## src/rtl/sspstat_pkg.sv

```systemverilog
// Package: bit positions of the serial-port status word.
// Assumes a 32-bit CPU word; the sticky positions are fixed because
// interrupt and software decode depend on them.
package sspstat_pkg;
    localparam int WORD_W    = 32;
    localparam int POS_BCE   = 23;
    localparam int POS_CSS   = 22;
    localparam int POS_TUR   = 21;
    localparam int POS_TXNF  = 2;
    localparam int POS_RXNE  = 3;
    localparam int POS_BUSY  = 4;
    localparam int POS_TXLVL = 8;
    localparam int NUM_STK   = 2;

    // Sticky index to bit position: 0 = bit-count error, 1 = underrun
    function automatic int stk_pos(input int idx);
        return (idx == 0) ? POS_BCE : POS_TUR;
    endfunction
endpackage

```

## src/rtl/sspstat_sticky.sv

```systemverilog
// Module: one sticky write-one-to-clear status bit.
// A set in the same cycle as a clear wins. A low enable forces the bit to 0.
// Assumes set and clr are single-cycle synchronous strobes.
module sspstat_sticky (
    input  logic clk,
    input  logic rst_n,
    input  logic enable,
    input  logic set,
    input  logic clr,
    output logic q
);
    // Holds the bit: reset/disable clear, set has priority over clear
    always_ff @(posedge clk) begin
        if (!rst_n || !enable) begin
            q <= 1'b0;
        end else if (set) begin
            q <= 1'b1;
        end else if (clr) begin
            q <= 1'b0;
        end
    end
endmodule

```

## src/rtl/sspstat_resync.sv

```systemverilog
// Module: receive-sample discard after a frame misalignment.
// Drops DISCARD_N valid samples, counting a sample valid in the same cycle
// as the error. Assumes err is already qualified by the port enable.
module sspstat_resync #(
    parameter int DISCARD_N = 2
) (
    input  logic clk,
    input  logic rst_n,
    input  logic enable,
    input  logic err,
    input  logic vld,
    output logic keep
);
    localparam int CNT_W = $clog2(DISCARD_N + 1);
    localparam logic [CNT_W-1:0] LOAD = CNT_W'(DISCARD_N);

    logic [CNT_W-1:0] pend;
    logic [CNT_W-1:0] pend_eff;

    // Effective pending count including an error arriving this cycle
    always_comb begin
        pend_eff = err ? LOAD : pend;
        keep     = vld && (pend_eff == '0);
    end

    // Counts down the samples still to be discarded
    always_ff @(posedge clk) begin
        if (!rst_n || !enable) begin
            pend <= '0;
        end else if (err) begin
            pend <= vld ? LOAD - CNT_W'(1) : LOAD;
        end else if (vld && pend != '0) begin
            pend <= pend - CNT_W'(1);
        end
    end
endmodule

```

## src/rtl/sspstat_rdmux.sv

```systemverilog
// Module: assembles the status word from sticky bits and live flags.
// Unassigned positions read as zero. Assumes TXLVL + 2*LVL_W <= 21.
module sspstat_rdmux
    import sspstat_pkg::*;
#(
    parameter int LVL_W = 4
) (
    input  logic [NUM_STK-1:0] stk_q,
    input  logic               css_vis,
    input  logic [LVL_W-1:0]   rx_level,
    input  logic [LVL_W-1:0]   tx_level,
    input  logic               busy,
    input  logic               rx_ne,
    input  logic               tx_nf,
    output logic [WORD_W-1:0]  word
);
    localparam int POS_RXLVL = POS_TXLVL + LVL_W;

    // Places every field at its position, all else zero
    always_comb begin
        word = '0;
        for (int i = 0; i < NUM_STK; i++) begin
            word[stk_pos(i)] = stk_q[i];
        end
        word[POS_CSS]                = css_vis;
        word[POS_TXLVL +: LVL_W]     = tx_level;
        word[POS_RXLVL +: LVL_W]     = rx_level;
        word[POS_BUSY]               = busy;
        word[POS_RXNE]               = rx_ne;
        word[POS_TXNF]               = tx_nf;
    end
endmodule

```

## src/rtl/sspstat_reg.sv

```systemverilog
// Module: status and interrupt register of a synchronous serial port.
// Holds bit-count-error and underrun faults as sticky bits, passes flags
// through, drives the interrupt requests and the sample-discard helper.
// Assumes all inputs are synchronous to clk; event inputs are 1-cycle pulses.
module sspstat_reg
    import sspstat_pkg::*;
#(
    parameter int LVL_W     = 4,
    parameter int DISCARD_N = 2
) (
    input  logic              clk,
    input  logic              rst_n,
    input  logic              port_en,
    input  logic              frm_slave,
    input  logic              rx_no_tx,
    input  logic              bce_ie,
    input  logic              bce_evt,
    input  logic              tx_pop_empty,
    input  logic [LVL_W-1:0]  rx_level,
    input  logic [LVL_W-1:0]  tx_level,
    input  logic              busy,
    input  logic              css_busy,
    input  logic              rx_ne,
    input  logic              tx_nf,
    input  logic              wr_en,
    input  logic [WORD_W-1:0] wr_data,
    output logic [WORD_W-1:0] rd_data,
    input  logic              rx_sample_vld,
    output logic              rx_sample_keep,
    output logic              irq_bce,
    output logic              irq_tur,
    output logic              irq
);
    logic [NUM_STK-1:0] stk_set;
    logic [NUM_STK-1:0] stk_clr;
    logic [NUM_STK-1:0] stk_q;
    logic               bce_qual;

    // Qualifies the hardware set events for each sticky bit
    always_comb begin
        bce_qual   = bce_evt && port_en;
        stk_set[0] = bce_qual;
        stk_set[1] = tx_pop_empty && frm_slave && !rx_no_tx;
    end

    genvar gi;
    generate
        for (gi = 0; gi < NUM_STK; gi++) begin : g_stk
            assign stk_clr[gi] = wr_en && wr_data[stk_pos(gi)];
            sspstat_sticky u_bit (
                .clk    (clk),
                .rst_n  (rst_n),
                .enable (port_en),
                .set    (stk_set[gi]),
                .clr    (stk_clr[gi]),
                .q      (stk_q[gi])
            );
        end
    endgenerate

    sspstat_resync #(.DISCARD_N(DISCARD_N)) u_resync (
        .clk    (clk),
        .rst_n  (rst_n),
        .enable (port_en),
        .err    (bce_qual),
        .vld    (rx_sample_vld),
        .keep   (rx_sample_keep)
    );

    sspstat_rdmux #(.LVL_W(LVL_W)) u_rdmux (
        .stk_q    (stk_q),
        .css_vis  (css_busy && frm_slave),
        .rx_level (rx_level),
        .tx_level (tx_level),
        .busy     (busy),
        .rx_ne    (rx_ne),
        .tx_nf    (tx_nf),
        .word     (rd_data)
    );

    // Interrupt requests: the bit-count error is maskable, the underrun is not
    always_comb begin
        irq_bce = stk_q[0] && bce_ie;
        irq_tur = stk_q[1];
        irq     = irq_bce || irq_tur;
    end
endmodule

```

## config.mk

```make
export PLATFORM = sky130hd
export DESIGN_NAME = sspstat_reg
export DESIGN_NICKNAME = d
export VERILOG_FILES = /design/src/rtl/sspstat_pkg.sv /design/src/rtl/sspstat_sticky.sv /design/src/rtl/sspstat_resync.sv /design/src/rtl/sspstat_rdmux.sv /design/src/rtl/sspstat_reg.sv
export SDC_FILE = /design/constraint.sdc
export NUM_CORES = 1
export LEC_CHECK = 0
export ABC_AREA = 1
export BUFFER_PORTS_ARGS = -buffer_cell sky130_fd_sc_hd__buf_2
export CAP_MARGIN = 20
export CORE_ASPECT_RATIO = 0.75
export CORE_MARGIN = 2
export CORE_UTILIZATION = 25
export DETAILED_ROUTE_END_ITERATION = 12
export PLACE_DENSITY_LB_ADDON = 0.3
export SLEW_MARGIN = 5
export SYNTH_ARGS = -nofsm -noshare
export SYNTH_HDL_FRONTEND = slang
export SYNTH_SLANG_ARGS = --single-unit
```

## constraint.sdc

```tcl
create_clock -name clk -period 1.2 [get_ports clk]
set_input_delay 0.12 -clock clk [delete_from_list [all_inputs] [get_ports clk]]
set_output_delay 0.12 -clock clk [all_outputs]
set_load 0.1 [all_outputs]
```

==> results of run 1 <==
-- final cells by class --
class | instances | area, um^2
fillers | 196 | 1210
multi-input cells | 45 | 216
repair buffers | 21 | 200
flip-flops and latches | 4 | 82.6
well taps | 22 | 27.5
inverters | 7 | 26.3
clock buffers | 3 | 22.5
-- routing by layer --
layer | vias to the layer above | GRT usage, % | part of all wire [%]
met5 | - | 0 | 0
met4 | 0 | 5.85 | 2.3
li1 | 187 | - | -
met1 | 165 | 5.52 | 32
met2 | 19 | 13.6 | 55
met3 | 4 | 5.00 | 11
-- cells in the mapped netlist --
master and n:
buf_4 32, nand2_1 9, nor2_1 6, nand3_1 5, dfxtp_1 4, inv_1 4, a21oi_1 2, inv_2 2
clkinv_1 1, conb_1 1, ha_1 1, nand2_2 1, nand3b_1 1, nor3b_2 1, or2_1 1
-- cell families (layout without fill, tap and decap cells) --
kind of cell | Yosys count | in the layout
other | 1 | 18
AO/OA/AOI/OAI | 2 | 2
buffers and inverters | 39 | 31
AND/OR/NAND/NOR | 24 | 24
flip-flops | 4 | 4
adder cells (fa/ha/maj) | 1 | 1
-- how the worst max path moves through the flow --
stage	from	endpoint	slack (ns)	cells after the start
floorplan	g_stk[0].u_bit.q$_SDFFE_PP0P_	irq	-0.05	3
global placement	u_resync.pend[0]$_SDFFE_PP0P_	u_resync.pend[1]$_SDFFE_PP0P_	0.17	6
detailed placement	u_resync.pend[0]$_SDFFE_PP0P_	u_resync.pend[1]$_SDFFE_PP0P_	0.16	6
CTS	g_stk[0].u_bit.q$_SDFFE_PP0P_	irq	0.01	4
global route	u_resync.pend[1]$_SDFFE_PP0P_	rx_sample_keep	0.005	4
finish	g_stk[0].u_bit.q$_SDFFE_PP0P_	irq	0.05	4
-- sequential cells by signal, indices dropped and copies added (netlist names) --
signal,count
g_stk.u_bit.q,2
u_resync.pend,2
-- critical path, cell delays in order, from the launching register on --
cell,delay [ns]
dfxtp_2,0.32
nand2_2,0.05
inv_2,0.03
or2_4,0.23
buf_12,0.16
-- through the flow --
step	power [W]	cells	setup TNS, ns	util [%]	hold slack (ns)
final	0.000738	102	0	32.2	0.121
after global routing	0.000777	102	0	32.2	0.157
after CTS	0.000745	101	0	31.6	0.115
after detailed placement	0.000569	97	0	29.9	0.241
after global placement	0.000568	97	0	29.9	0.241
after floorplan	0.000725	88	-0.0533	-	0.237
-- power groups by stage --
stage	clock network [W]	registers [W]	logic, W
floorplan	0	0.000148	0.000577
global placement	0	0.000145	0.000423
detailed placement	0	0.000145	0.000424
CTS	0.000175	0.000142	0.000428
global route	0.000188	0.000143	0.000445
finish	0.000166	0.000143	0.000429
-- timing repair --
| item | CTS | global route |
|---|---|---|
| setup buffers | 1 | 1 |
| resized for setup | 1 | 1 |
| cloned | 0 | 0 |
| setup endpoints to repair | 1 | 1 |
==> summary.md, run 1 <==
| Metric | Value |
|---|---|
| Initial antenna violation count | `0` |
| Setup crit end kind | `output port` |
| Sequential Power Share | `19.3%` |
| Number of global-route vias before repair | `roughly 370` |
| Hold Vio Cnt, Final | `0` |
| Comb power frac | `58.2%` |
| Drt pass-1 iters | `4` |
| Layout cells sized above 1 | `between 40 and 50%` |
| MaxCap Viol Count | `0` |
| Initial detailed-routing violation count | `2` |
| Synthesized cell area | `487 um^2` |
| WS Path Type | `reg2out` |
| Most frequent cells in the layout | `conb_1 (18), buf_2 (13), nand2_1 (8)` |
| DP Worst Slack | `0.156 ns` |
| Main area contributors after synthesis | `buf_4 (49%), dfxtp_1 (16%), nand2_1 (6.9%)` |
| Clock Path Buffers | `2` |
| Post-synthesis compound-gate area fraction | `2.06%` |
| Htree depth | `1` |
| Cell taking the most area after synthesis | `buf_4` |
| Final ANT Viol Nets | `0` |
| Io pins | `90` |
| Worst skew pair latency | `0.24 ns` |
| Syn avg cell area | `6.86 um^2` |
| Wire length per cell | `about 7 um` |
| Net load switching power | `0.000418 W` |
| P_int | `~0.00032 W` |
| Post-DP HPWL | `618 um` |
| Hold_sp | `bce_evt` |
| Synth Area in XOR/XNOR | `0%` |
| Post-synth top area share | `49.4%` |
| Post-DP Area | `534 um^2` |
| Die H | `42.2 um` |
| Mux share of post-synthesis cell area | `0%` |
| Antenna Cells | `0` |
| Final-report max-slew violation count | `0` |
| Area Overhead vs Synth | `18.3%` |
| Clock sinks | `4` |
| Worst reg2reg path endpoint | `u_resync.pend[1]$_SDFFE_PP0P_` |
| Warnings, synthesis | `0` |
| Yosys reg bits | `4` |
| IO buf count | `19` |
| Sw frac | `56.7%` |
| Num rows | `13` |
| TritonCTS clock tree | `done` |
| Largest family of logic cells by synthesized area | `buffers and inverters` |
| DRC | `0` |
| Clock skew | `approximately 0.0032 ns` |
| Startpoint type of the worst setup path | `register` |
| Critical Path RT | `1.08 ns` |
| Initial core utilization | `27.2%` |
| Period utilization | `around 96%` |
| Hold_buf cts | `0` |
| Total routed wirelength | `between 700 and 800 um` |
| Global-route wire length before repair | `1.28 mm` |
| Cell variety after synth | `15` |
| Commonest non-fill, non-tap cell in the layout | `conb_1` |
| Pwr dens | `around 1300 nW/um^2` |
| Area share of fa/ha/maj cells after synthesis | `2.57%` |
| Leakage power | `around 0.32 nW` |
| Worst Slack Setup Final | `0.0478 ns` |
| Worst Hold Depth | `3` |
| Inserted Clock Buffers | `3` |
| RSZ-0062 raised after global routing | `no` |
| Fmax achieved | `868 MHz` |
| Die span in x | `55.0 um` |
| Post-synthesis cell count | `slightly above 70` |
| Overall Global Routing Usage | `7.72%` |
| CTS root buf | `clkbuf_4` |
| Die area | `2320 um^2` |
| Min Tclk post-route | `about 1.2 ns` |
| Total gr overflow | `0` |
| Peak supply drop | `0.702 mV` |
| Crit path DAT | `a little over 1 ns` |
| Worst Hold Path EP | `g_stk[0].u_bit.q$_SDFFE_PP0P_` |
| Number of vias per cell | `3.68` |
| Endpoints failing setup | `0` |
| Register-to-register setup slack | `0.16 ns` |
| Status | `finished clean` |
| Clock transition at path regs | `0.04 ns` |
| Vias | `375` |
| Final nets | `137` |
| Final instance area | `576 um^2` |
| Clock share of power | `approximately 23%` |
| Post-Synth Simple-Gate Area | `23.4%` |
| Critical Path Fanout Max | `2` |
| Final Wtd Congestion | `around 0.66` |
| Largest net degree at the start of global routing | `5` |
| Seq/Total Area, Yosys | `16.5%` |
| Worst-case reg-to-reg path depth | `6` |
| HP Class | `in2reg` |
| Core area | `1790 um^2` |
| Start of the worst register-to-register path | `u_resync.pend[0]$_SDFFE_PP0P_` |
Power figures use the tool's default switching activity.
==> run 2: changes to the inputs <==
--- a/config.mk
+++ b/config.mk
@@ -6,11 +6,13 @@
 export NUM_CORES = 1
 export LEC_CHECK = 0
 export ABC_AREA = 1
+export ABC_CLOCK_PERIOD_IN_PS = 1200
 export BUFFER_PORTS_ARGS = -buffer_cell sky130_fd_sc_hd__buf_2
 export CAP_MARGIN = 20
 export CORE_ASPECT_RATIO = 0.75
 export CORE_MARGIN = 2
 export CORE_UTILIZATION = 25
+export CTS_BUF_LIST = sky130_fd_sc_hd__clkbuf_8 sky130_fd_sc_hd__clkbuf_16
 export DETAILED_ROUTE_END_ITERATION = 12
 export PLACE_DENSITY_LB_ADDON = 0.3
 export SLEW_MARGIN = 5
==> summary.md, run 2 (synthesis results as in run 1) <==
| Metric | Value |
|---|---|
| Status | `finished clean (unchanged)` |
| RSZ-0062 raised after global routing | `yes (was no)` |
| Sw frac | `50.7% (was 56.7%)` |
| Initial detailed-routing violation count | `1 (was 2)` |
| Top Usage Layer GRT | `met2 (unchanged)` |
| Final instance area | `589 um^2 (was 576 um^2)` |
| Number of global-route vias before repair | `364 (was 369)` |
| Total routed wirelength | `692 um (was 701 um)` |
| WS Path Type | `reg2out (unchanged)` |
| Clock transition at path regs | `0.03 ns (was 0.04 ns)` |
| Sequential Power Share | `16.8% (was 19.3%)` |
| Period utilization | `98.2% (was 96.0%)` |
| Initial core utilization | `27.2% (unchanged)` |
| TritonCTS clock tree | `done (unchanged)` |
| Multi-input gate area | `216 um^2 (unchanged)` |
| DP Worst Slack | `0.156 ns (unchanged)` |
| Core area | `1790 um^2 (unchanged)` |
| Startpoint type of the worst setup path | `register (unchanged)` |
| Final-report max-slew violation count | `0 (unchanged)` |
| Clock sinks | `4 (unchanged)` |
| Fmax achieved | `848 MHz (was 868 MHz)` |
| Io pins | `90 (unchanged)` |
| Total gr overflow | `0 (unchanged)` |
| Worst skew pair latency | `0.22 ns (was 0.24 ns)` |
| Num rows | `13 (unchanged)` |
| Post-DP Area | `534 um^2 (unchanged)` |
| Met1 Use GR | `5.31% (was 5.52%)` |
| CTS root buf | `clkbuf_8 (was clkbuf_4)` |
| Overall Global Routing Usage | `7.58% (was 7.72%)` |
| Commonest non-fill, non-tap cell in the layout | `conb_1 (unchanged)` |
| Wire length per cell | `6.85 um (was 6.87 um)` |
| Area Overhead vs Synth | `21.1% (was 18.3%)` |
| Register area | `85.1 um^2 (was 82.6 um^2)` |
| IO buf count | `19 (unchanged)` |
| Comb power frac | `50.3% (was 58.2%)` |
| Vias | `376 (was 375)` |
| Net load switching power | `0.000429 W (was 0.000418 W)` |
| Hold_buf cts | `0 (unchanged)` |
| Antenna Cells | `0 (unchanged)` |
| Critical Path RT | `1.08 ns (about the same)` |
| MaxCap Viol Count | `0 (unchanged)` |
| Critical Path Fanout Max | `3 (was 2)` |
| Inserted Clock Buffers | `3 (unchanged)` |
| Worst Slack Setup Final | `0.0211 ns (was 0.0478 ns)` |
| Peak supply drop | `0.906 mV (was 0.702 mV)` |
| # fillers | `192 (was 196)` |
| Die H | `42.2 um (unchanged)` |
| Min Tclk post-route | `1.18 ns (was 1.15 ns)` |
| Final Wtd Congestion | `0.659 (unchanged)` |
| Clock Path Buffers | `2 (unchanged)` |
| Top Registers | `g_stk.u_bit.q: 2 flops, u_resync.pend: 2 flops (unchanged)` |
| Clock share of power | `32.9% (was 22.5%)` |
| Pwr dens | `1440 nW/um^2 (was 1280 nW/um^2)` |
| Crit path DAT | `1.06 ns (was 1.03 ns)` |
| Die area | `2320 um^2 (unchanged)` |
| Initial antenna violation count | `0 (unchanged)` |
| Setup_tns | `0 ns (unchanged)` |
| Global-route wire length before repair | `1.26 mm (was 1.28 mm)` |
| Hold Vio Cnt, Final | `0 (unchanged)` |
| Final ANT Viol Nets | `0 (unchanged)` |
| Number of vias per cell | `3.72 (was 3.68)` |
| Post-DP HPWL | `618 um (unchanged)` |
| Setup crit end kind | `output port (unchanged)` |
| Layout cells sized above 1 | `40.5% (was 41.3%)` |
| Endpoints failing setup | `0 (unchanged)` |
| Grt met3 use | `5.00% (unchanged)` |
| P_int | `0.000418 W (was 0.000319 W)` |
| Final core utilization | `32.9% (was 32.2%)` |
| Drt pass-1 iters | `2 (was 4)` |
| Tot Pwr | `0.000847 W (was 0.000738 W)` |
| Most frequent cells in the layout | `conb_1 (18), buf_2 (13), nand2_1 (8) (unchanged)` |
| Final nets | `136 (was 137)` |
| DRC | `0 (unchanged)` |
| HP Class | `in2reg (unchanged)` |
| Die span in x | `55.0 um (unchanged)` |
| Htree depth | `1 (unchanged)` |
| Largest net degree at the start of global routing | `5 (unchanged)` |
| Clock skew | `0.00339 ns (was 0.00319 ns)` |
| M2 GR Usage | `13.3% (was 13.6%)` |
| Leakage power | `0.325 nW (was 0.322 nW)` |
-- run 2: changes by cell type in the layout (fill, tap and decap cells not counted) --
| cell | before | now |
|---|---|---|
| buf_4 | 2 | 1 |
| dfxtp_4 | 0 | 1 |
| dfxtp_2 | 2 | 1 |
| clkbuf_4 | 3 | 0 |
| clkbuf_8 | 0 | 3 |
-- run 2: worst paths after layout --
check / slack, ns / start / endpoint / cells after the start
min: 0.14 / bce_evt / g_stk[0].u_bit.q$_SDFFE_PP0P_ / 3
max: 0.02 / g_stk[0].u_bit.q$_SDFFE_PP0P_ / irq / 4
min reg2reg: 0.51 / g_stk[1].u_bit.q$_SDFFE_PP0P_ / g_stk[1].u_bit.q$_SDFFE_PP0P_ / 2
max reg2reg: 0.16 / u_resync.pend[0]$_SDFFE_PP0P_ / u_resync.pend[1]$_SDFFE_PP0P_ / 6
-- run 2: worst max-delay path, cell delays in order, from the launching register on --
cell and delay (ns):
dfxtp_4 0.35, nand2_2 0.07, inv_2 0.03, or2_4 0.23, buf_12 0.16
-- run 2: per-stage QoR --
stage / hold WS (ns) / cells
final: 0.141 / 101
after global routing: 0.184 / 101
after CTS: 0.139 / 100
after detailed placement: 0.241 / 97
after global placement: 0.241 / 97
after floorplan: 0.237 / 88
-- run 2: layout make-up --
| type | count | area share, % |
|---|---|---|
| multi-input combinational | 45 | 36.7 |
| timing repair buffer | 20 | 32.7 |
| sequential | 4 | 14.4 |
| clock buffer | 3 | 7.01 |
| tap | 22 | 4.67 |
| inverter | 7 | 4.46 |
-- run 2: routing by layer --
metal / vias up / routed length [um]
met1: 165 / 209
met5: - / 0
met3: 6 / 85
li1: 185 / -
met2: 20 / 373
met4: 0 / 24
-- run 2: repair_timing --
item	4_1_cts	5_1_grt
setup buffers	0	1
pin swaps	0	1
gates resized for setup	1	2
setup endpoints to repair	1	1
-- run 2: power groups by stage --
| stage | Clock (W) | Combinational (W) | Sequential (W) |
|---|---|---|---|
| 3_3_place_gp | 0 | 0.000423 | 0.000145 |
| 5_1_grt | 0.000299 | 0.000442 | 0.000143 |
| 2_1_floorplan | 0 | 0.000577 | 0.000148 |
| 6_report | 0.000279 | 0.000426 | 0.000143 |
| 3_5_place_dp | 0 | 0.000424 | 0.000145 |
| 4_1_cts | 0.000287 | 0.000424 | 0.000144 |
